$ cat src/rtl/xu_pkg.sv
// Package: shared operation codes for the integer execution unit.
// Assumes a 3-bit operation select coming from the decoder.
package xu_pkg;
    typedef enum logic [2:0] {
        XU_ADD = 3'd0,
        XU_SUB = 3'd1,
        XU_AND = 3'd2,
        XU_OR  = 3'd3,
        XU_SLT = 3'd4,
        XU_LUI = 3'd5
    } xu_op_e;
endpackage

$ cat src/rtl/xu_imm_ext.sv
// Module: widens the instruction immediate to the data width.
// Sign or zero fill is chosen per instruction by the sext input.
// Assumes DATA_W > IMM_W.
module xu_imm_ext #(
    parameter int DATA_W = 32,
    parameter int IMM_W  = 16
) (
    input  logic [IMM_W-1:0]  imm,
    input  logic              sext,
    output logic [DATA_W-1:0] ext_val
);
    localparam int PAD_W = DATA_W - IMM_W;

    logic fill_bit;

    // Purpose: pick the fill bit and form the widened immediate.
    always_comb begin
        fill_bit = sext & imm[IMM_W-1];
        ext_val  = {{PAD_W{fill_bit}}, imm};
    end

    // Purpose: guard the extension rule against the raw inputs.
    always_comb begin

        ext_low_chk: assert (ext_val[IMM_W-1:0] == imm);

        ext_high_chk: assert (ext_val[DATA_W-1:IMM_W] ==
                              ((sext && imm[IMM_W-1]) ? {PAD_W{1'b1}} : {PAD_W{1'b0}}));
    end
endmodule

$ cat src/rtl/xu_addsub.sv
// Module: shared adder for add, subtract and the signed less-than compare.
// The compare uses the subtract result. The caller asserts sub for compares.
module xu_addsub #(
    parameter int DATA_W = 32
) (
    input  logic [DATA_W-1:0] a,
    input  logic [DATA_W-1:0] b,
    input  logic              sub,
    output logic [DATA_W-1:0] sum,
    output logic              less
);
    localparam int MSB = DATA_W - 1;

    logic [DATA_W-1:0] b_term;

    // Purpose: add a to b, or to the two's complement of b when sub is set.
    always_comb begin
        b_term = sub ? ~b : b;
        sum    = a + b_term + {{(DATA_W-1){1'b0}}, sub};
    end

    // Purpose: signed compare from the sign bits and the difference sign.
    always_comb begin
        less = (a[MSB] != b[MSB]) ? a[MSB] : sum[MSB];
    end

    // Purpose: guard adder and compare against plain arithmetic.
    always_comb begin

        add_inv_chk: assert (sub || ((sum - b) == a));

        sub_inv_chk: assert (!sub || ((sum + b) == a));

        slt_sign_chk: assert (!sub || (less == ($signed(a) < $signed(b))));
    end
endmodule

$ cat src/rtl/xu_bitwise.sv
// Module: bitwise AND/OR of the operands and the upper-half constant.
// Assumes DATA_W > IMM_W. The constant takes the top IMM_W bits.
module xu_bitwise #(
    parameter int DATA_W = 32,
    parameter int IMM_W  = 16
) (
    input  logic [DATA_W-1:0] a,
    input  logic [DATA_W-1:0] b,
    input  logic [IMM_W-1:0]  imm,
    output logic [DATA_W-1:0] and_v,
    output logic [DATA_W-1:0] or_v,
    output logic [DATA_W-1:0] upper_v
);
    localparam int PAD_W = DATA_W - IMM_W;

    // Purpose: per-bit logic, with generate because the slice repeats.
    for (genvar i = 0; i < DATA_W; i++) begin : g_bit
        always_comb begin
            and_v[i] = a[i] & b[i];
            or_v[i]  = a[i] | b[i];
        end
    end

    // Purpose: place the immediate in the high half and clear the low half.
    always_comb begin
        upper_v = {imm, {PAD_W{1'b0}}};
    end

    // Purpose: guard the upper-constant layout.
    always_comb begin

        upper_low_chk: assert (upper_v[PAD_W-1:0] == '0);

        upper_high_chk: assert (upper_v[DATA_W-1:PAD_W] == imm);
    end
endmodule

$ cat src/rtl/xu_alu.sv
// Module: combinational integer execution unit (top).
// Selects the second operand, runs the arithmetic and logic units and
// muxes the result. It also drives the register-equality flag for branches.
// Assumes the inputs come from decode already aligned to this cycle.
module xu_alu #(
    parameter int DATA_W = 32,
    parameter int IMM_W  = 16
) (
    input  logic [DATA_W-1:0] opnd_a,
    input  logic [DATA_W-1:0] opnd_b,
    input  logic [IMM_W-1:0]  imm,
    input  logic              use_imm,
    input  logic              imm_sext,
    input  logic [2:0]        op_sel,
    output logic [DATA_W-1:0] result,
    output logic              equal
);
    import xu_pkg::*;

    xu_op_e            op;
    logic [DATA_W-1:0] imm_wide;
    logic [DATA_W-1:0] b_eff;
    logic              do_sub;
    logic [DATA_W-1:0] arith_v;
    logic              lt_v;
    logic [DATA_W-1:0] and_v;
    logic [DATA_W-1:0] or_v;
    logic [DATA_W-1:0] upper_v;

    // Purpose: decode the select and choose the second operand.
    always_comb begin
        op     = xu_op_e'(op_sel);
        b_eff  = use_imm ? imm_wide : opnd_b;
        do_sub = (op == XU_SUB) || (op == XU_SLT);
    end

    xu_imm_ext #(.DATA_W(DATA_W), .IMM_W(IMM_W)) u_ext (
        .imm     (imm),
        .sext    (imm_sext),
        .ext_val (imm_wide)
    );

    xu_addsub #(.DATA_W(DATA_W)) u_arith (
        .a    (opnd_a),
        .b    (b_eff),
        .sub  (do_sub),
        .sum  (arith_v),
        .less (lt_v)
    );

    xu_bitwise #(.DATA_W(DATA_W), .IMM_W(IMM_W)) u_logic (
        .a       (opnd_a),
        .b       (b_eff),
        .imm     (imm),
        .and_v   (and_v),
        .or_v    (or_v),
        .upper_v (upper_v)
    );

    // Purpose: select the result for the current operation.
    always_comb begin
        unique case (op)
            XU_ADD, XU_SUB: result = arith_v;
            XU_AND:         result = and_v;
            XU_OR:          result = or_v;
            XU_SLT:         result = {{(DATA_W-1){1'b0}}, lt_v};
            XU_LUI:         result = upper_v;
            default:        result = '0;
        endcase
    end

    // Purpose: register-equality flag for the branch unit.
    always_comb begin
        equal = ~|(opnd_a ^ opnd_b);
    end

    // Purpose: guard the result mux and the flag at the unit boundary.
    always_comb begin

        slt_width_chk: assert (op_sel != 3'd4 || result[DATA_W-1:1] == '0);

        unused_zero_chk: assert (op_sel < 3'd6 || result == '0);

        equal_flag_chk: assert (equal == (opnd_a == opnd_b));

        imm_low_chk: assert (!use_imm || op_sel != 3'd3 || result[IMM_W-1:0] == (opnd_a[IMM_W-1:0] | imm));
    end
endmodule

$ cat config.mk
export PLATFORM = sky130hd
export DESIGN_NAME = xu_alu
export DESIGN_NICKNAME = d
export VERILOG_FILES = /design/src/rtl/xu_pkg.sv /design/src/rtl/xu_imm_ext.sv /design/src/rtl/xu_addsub.sv /design/src/rtl/xu_bitwise.sv /design/src/rtl/xu_alu.sv
export SDC_FILE = /design/constraint.sdc
export NUM_CORES = 1
export LEC_CHECK = 0
export BUFFER_PORTS_ARGS = -buffer_cell sky130_fd_sc_hd__buf_2
export CORE_MARGIN = 10
export CORE_UTILIZATION = 25
export DETAILED_ROUTE_END_ITERATION = 10
export PLACE_DENSITY = 0.41
export RECOVER_POWER = 100
export SLEW_MARGIN = 15
export SYNTH_ARGS = -nofsm -noshare
export SYNTH_HDL_FRONTEND = slang
export SYNTH_SLANG_ARGS = --single-unit
$ cat constraint.sdc
create_clock -name vclk -period 5.9
set_input_delay 0.295 -clock vclk [all_inputs]
set_output_delay 0.295 -clock vclk [all_outputs]
set_load 0.02 [all_outputs]
# Yosys cells after proc, flatten, opt, wreduce, memory -nomap -nowiden
# Cells that the tools add are included.
[totals]
ff_bits = 0
input_bits = 85
output_inout_bits = 33
[op_classes]
add_sub_neg = 2
n_eq_ne = 6
mux = 4
n_bitwise = 67
n_reduce_logical = 5
[op_table]
columns = ["op", "count"]
rows = [
  ["$pmux W32 S5", 1],
  ["$mux W32", 2],
  ["$and A1 B1 Y1", 33],
  ["$add A32 B1 Y32", 1],
  ["$add A32 B32 Y32", 1],
  ["$not A32 Y32", 1],
  ["$or A1 B1 Y1", 32],
  ["$reduce_or A32 Y1", 1],
  ["$xor A32 B32 Y32", 1],
  ["$eq A3 B2 Y1 const B", 2],
  ["$eq A3 B3 Y1 const B", 2],
  ["$eq A3 B1 Y1 const B", 1],
  ["$logic_not A3 Y1", 1],
  ["$reduce_or A2 Y1", 1],
  ["$logic_not A1 Y1", 1],
  ["$logic_or A1 B1 Y1", 1],
  ["$mux W1", 1],
  ["$ne A1 B1 Y1", 1],
]

# Longest topological paths before layout
[logic_depth]
word_depth = 8
ltp_mapped = 16
depth_no_buf = 14

# Modules after synthesis
# From an unflattened synthesis, not the netlist that was laid out.
[unflattened]
cells_unflattened = 612
area_unflattened_um2 = 4705.8
[by_module_without_submodules]
columns = ["module", "instances", "cells_per_inst", "area_each_um2", "seq_area_each_um2"]
rows = [
  ["xu_addsub", 1, 285, 2099.5, 0.0],
  ["xu_alu", 1, 197, 1675.4, 0.0],
  ["xu_bitwise", 1, 97, 684.4, 0.0],
  ["xu_imm_ext", 1, 33, 246.5, 0.0],
]

# Least setup slack after synthesis
# Ideal clock, no wire load.
[synth_timing]
path_type = "input-to-output"
start = "in use_imm"
end = "out result[13]"
t_arrival_ps = 3764
required_ps = 5605
setup_slack_ps = 1841
cell_stages = 12
cell_sequence = "clkbuf_1 -> clkbuf_1 -> mux2i_1 -> xnor2_1 -> ha_1 -> a21o_1 -> a21o_1 -> a211oi_1 -> o31ai_4 -> a311o_1 -> xnor2_1 -> a221oi_1"
[synth_between]
elab_chain_cells = 6
elab_cells_between_ends = 8
cone_classes = "2 x add/sub; 3 x mux; 3 x bitwise"
[synth_rtl]
columns = ["item", "line", "text"]
rows = [
  ["start: declaration", "xu_alu.sv:12", "input logic use_imm,"],
  ["$mux W32 (*)", "xu_alu.sv:33", "b_eff = use_imm ? imm_wide : opnd_b;"],
  ["$not A32 Y32", "xu_addsub.sv:18", "b_term = sub ? ~b : b;"],
  ["$mux W32", "xu_addsub.sv:18", ""],
  ["$add A32 B32 Y32", "xu_addsub.sv:19", "sum = a + b_term + {{(DATA_W-1){1'b0}}, sub};"],
  ["$add A32 B1 Y32", "xu_addsub.sv:19", ""],
  ["$pmux W32 S5 (*)", "xu_alu.sv:62", "unique case (op)"],
  ["end: declaration", "xu_alu.sv:15", "output logic [DATA_W-1:0] result,"],
]
# Every way passes the cells marked *; elsewhere a longest branch is shown, timed or not.

# Final worst setup path
[layout_timing]
start = "in use_imm"
end = "out result[0]"
[layout_between]
elab_chain_cells = 7
elab_cells_between_ends = 10
cone_classes = "2 x add/sub; 1 x eq/ne; 4 x mux; 3 x bitwise"
[layout_rtl]
columns = ["item", "line", "text"]
rows = [
  ["$mux W32 (*)", "xu_alu.sv:33", ""],
  ["$not A32 Y32", "xu_addsub.sv:18", ""],
  ["$mux W32", "xu_addsub.sv:18", ""],
  ["$add A32 B32 Y32", "xu_addsub.sv:19", ""],
  ["$add A32 B1 Y32", "xu_addsub.sv:19", ""],
  ["$mux W1", "xu_addsub.sv:24", "less = (a[MSB] != b[MSB]) ? a[MSB] : sum[MSB];"],
  ["$pmux W32 S5 (*)", "xu_alu.sv:62", ""],
]
# Marked as above.

==> results.yml <==
floorplanning:
  num_rows: 43
  die_x_um: 140
  die_area_um2: 19600
  start_util: 0.257
  die_y_um: 140
  core_um2: 14000
  pin_count: 118
sta:
  setup_violations: 0
  hold_viol_final: 0
  tightest_slew_ns: 1.10
  max-slew-margin-rel: 0.269
  fin_crit_sh: 0.884
  tns_ns: 0
  rsz0062_at_grt: "no"
  clock.fmax_ghz: 0.192
  finalMaxSlewViolations: 0
  min_period_ns: 5.22
placement:
  placed_area_um2: 4330
  place_inst: 792
  gp_congestion: 0.885
  portBuffers: 118
  dp_hpwl_um: 13600
setup_path:
  crit_family: "compound AO/OA/AOI/OAI gates"
  path_class: "in -> out"
  path_buf_inv: 3
  path_depth: 13
  endpoint: "result[0]"
  critPathRequiredTime_ns: 5.61
  critPathLaunch: "use_imm"
  worstPathMaxFanout: 20
  slowest_stage: "o31ai_1"
  cp-start-kind: "primary input"
  critPathArrivalTime_ns: 4.92
  crit_path_end_kind: "output pin"
  path_cells: "clkbuf_1 -> buf_4 -> mux2i_1 -> xnor2_1 -> ha_1 -> nand4_1 -> o31ai_1 -> a31oi_1 -> o311ai_2 -> xnor2_1 -> o21ai_1 -> o2bb2ai_1 -> clkbuf_1"
  slowest_delay_ns: 0.85
final_layout:
  seq_cell_count: 0
  stdcell_count: 792
  fin_util: 0.306
  regArea_um2: 0
  final_area_um2: 4280
  fillCellCount: 1588
  multi_input_area_um2: 3340
  fin_nets: 733
  drive_gt1_frac: 0.180
  diodes: 0
  clockBufferCount: 0
  syn_to_final_growth_pct: 19.0
detailed_routing:
  wl_um: 16300
  antenna_left: 0
  vias: 4293
  wl_per_cell_um: 20.5
  first_iter_violations: 256
  drt-pass1-iter-count: 5
  via_per_inst: 5.42
  drc_errors: 0
clock_tree:
  cts_setup_buffers: 0
  cts_resized: 0
  holdBufCountCts: 0
pwr:
  leakage_nw: 1.92
  power_mw: 0.716
  ir_worst_vdd_mv: 0.0613
  power.density_nw_per_um2: 167
logic_synthesis:
  syn_avg_cell_area_um2: 6.90
  ys_types: 61
  yosysWarnings: 0
  netlist_area_um2: 3600
  synthesis.instances: 522
  syn_nets: 641
  synth_seq_area_share: 0
global_routing:
  antenna_found_initial: 0
  track_usage: 0.155
  grt_pass1_vias: 4402
  grt_pass1_wl_um: 25000
  overflow: 0
  grt_max_degree: 24
hold_path:
  hp-class: "in -> out"
  hold_depth: 4
outcome:
  status: "completed"
flow_run:
  maxCapViolCount: 0
[Yosys cell counts (3+ instances only)]
cell       n  area share
xor2_1    50        0.12
nor2_1    40       0.042
xnor2_1   38       0.092
a21oi_1   34       0.047
ha_1      33        0.11
nand2_1   32       0.033
inv_1     31       0.032
o21ai_0   29       0.040
clkbuf_1  27       0.028
maj3_1    21       0.058
mux2i_1   19       0.053
a21o_1    16       0.033
o21ai_1   16       0.022
a31oi_1   10       0.017
o221ai_1  10       0.024
nand4_1    9       0.016
a211oi_1   8       0.017
nor4_1     8       0.014
a22oi_1    6       0.013
nand3_1    6      0.0083
nor3_1     6      0.0083
nor2b_1    5      0.0087
and3_1     4      0.0069
buf_1      4      0.0042
nor3b_1    4      0.0083
o21a_1     4      0.0083
a41oi_1    3      0.0073
and2_1     3      0.0052
nand2b_1   3      0.0052
o211ai_1   3      0.0063
o221a_1    3      0.0094
[layout by cell type (no fill, tap or decap), types with 3 or more instances in the layout]
master	count
buf_2	96
xor2_1	50
nor2_1	40
xnor2_1	38
o21ai_0	34
a21oi_1	34
ha_1	33
nand2_1	32
inv_1	31
clkbuf_1	22
maj3_1	21
mux2i_1	19
a21o_1	16
o21ai_1	11
a31oi_1	10
o221ai_1	10
nand4_1	9
a211oi_1	8
nor4_1	8
nand3_1	6
nor3_1	6
a22oi_1	6
nor2b_1	5
o21a_1	4
and3_1	4
nor3b_1	4
buf_4	4
and2_1	3
nand2b_1	3
o31ai_1	3
a41oi_1	3
o221a_1	3
o211ai_1	3
[how the worst min path moves through the flow]
stage | from | endpoint
floorplan | imm[0] | result[16]
global placement | imm[11] | result[27]
detailed placement | imm[13] | result[29]
CTS | imm[13] | result[29]
global route | imm[11] | result[27]
finish | imm[11] | result[27]
[per-stage QoR]
stage                     setup slack (ns)  hold slack [ns]
after floorplan                       1.84            0.785
after global placement                1.29            0.963
after detailed placement              1.21            0.970
after CTS                             1.21            0.969
after global routing                 0.501             1.00
final                                0.682            0.962
[tightest hold or removal path: stages]
cell      delay, ns
buf_2          0.09
nand2_1        0.04
o221ai_1       0.06
buf_2          0.17
[per-layer routing]
layer / vias to the layer above / track usage / share of wire / wire length, µm
li1: 2093 / - / - / -
met1: 2029 / 0.213 / 0.49 / 7940
met2: 159 / 0.252 / 0.44 / 7110
met3: 12 / 0.0254 / 0.063 / 1030
met4: 0 / 0.0168 / 0.011 / 186
met5: - / 0 / 0 / 0
[area by class of cell]
type	count	share of cell area
inverter	34	0.0301
timing repair buffer	122	0.138
tap	180	0.0526
multi-input combinational	456	0.779
[cell families (layout without fill, tap and decap cells)]
kind of cell | count (synthesis) | count (layout) | share of synthesized area
XOR/XNOR | 88 | 88 | 0.214
AO/OA/AOI/OAI | 166 | 166 | 0.309
multiplexers | 21 | 21 | 0.0591
buffers and inverters | 66 | 156 | 0.0695
AND/OR/NAND/NOR | 126 | 126 | 0.170
adder cells (fa/ha/maj) | 55 | 55 | 0.179
[report_power, final]
| group | internal (mW) | switching, mW |
|---|---|---|
| Clock | 0 | 0 |
| Sequential | 0 | 0 |
| Combinational | 0.277 | 0.439 |
Power figures use the tool's default switching activity.
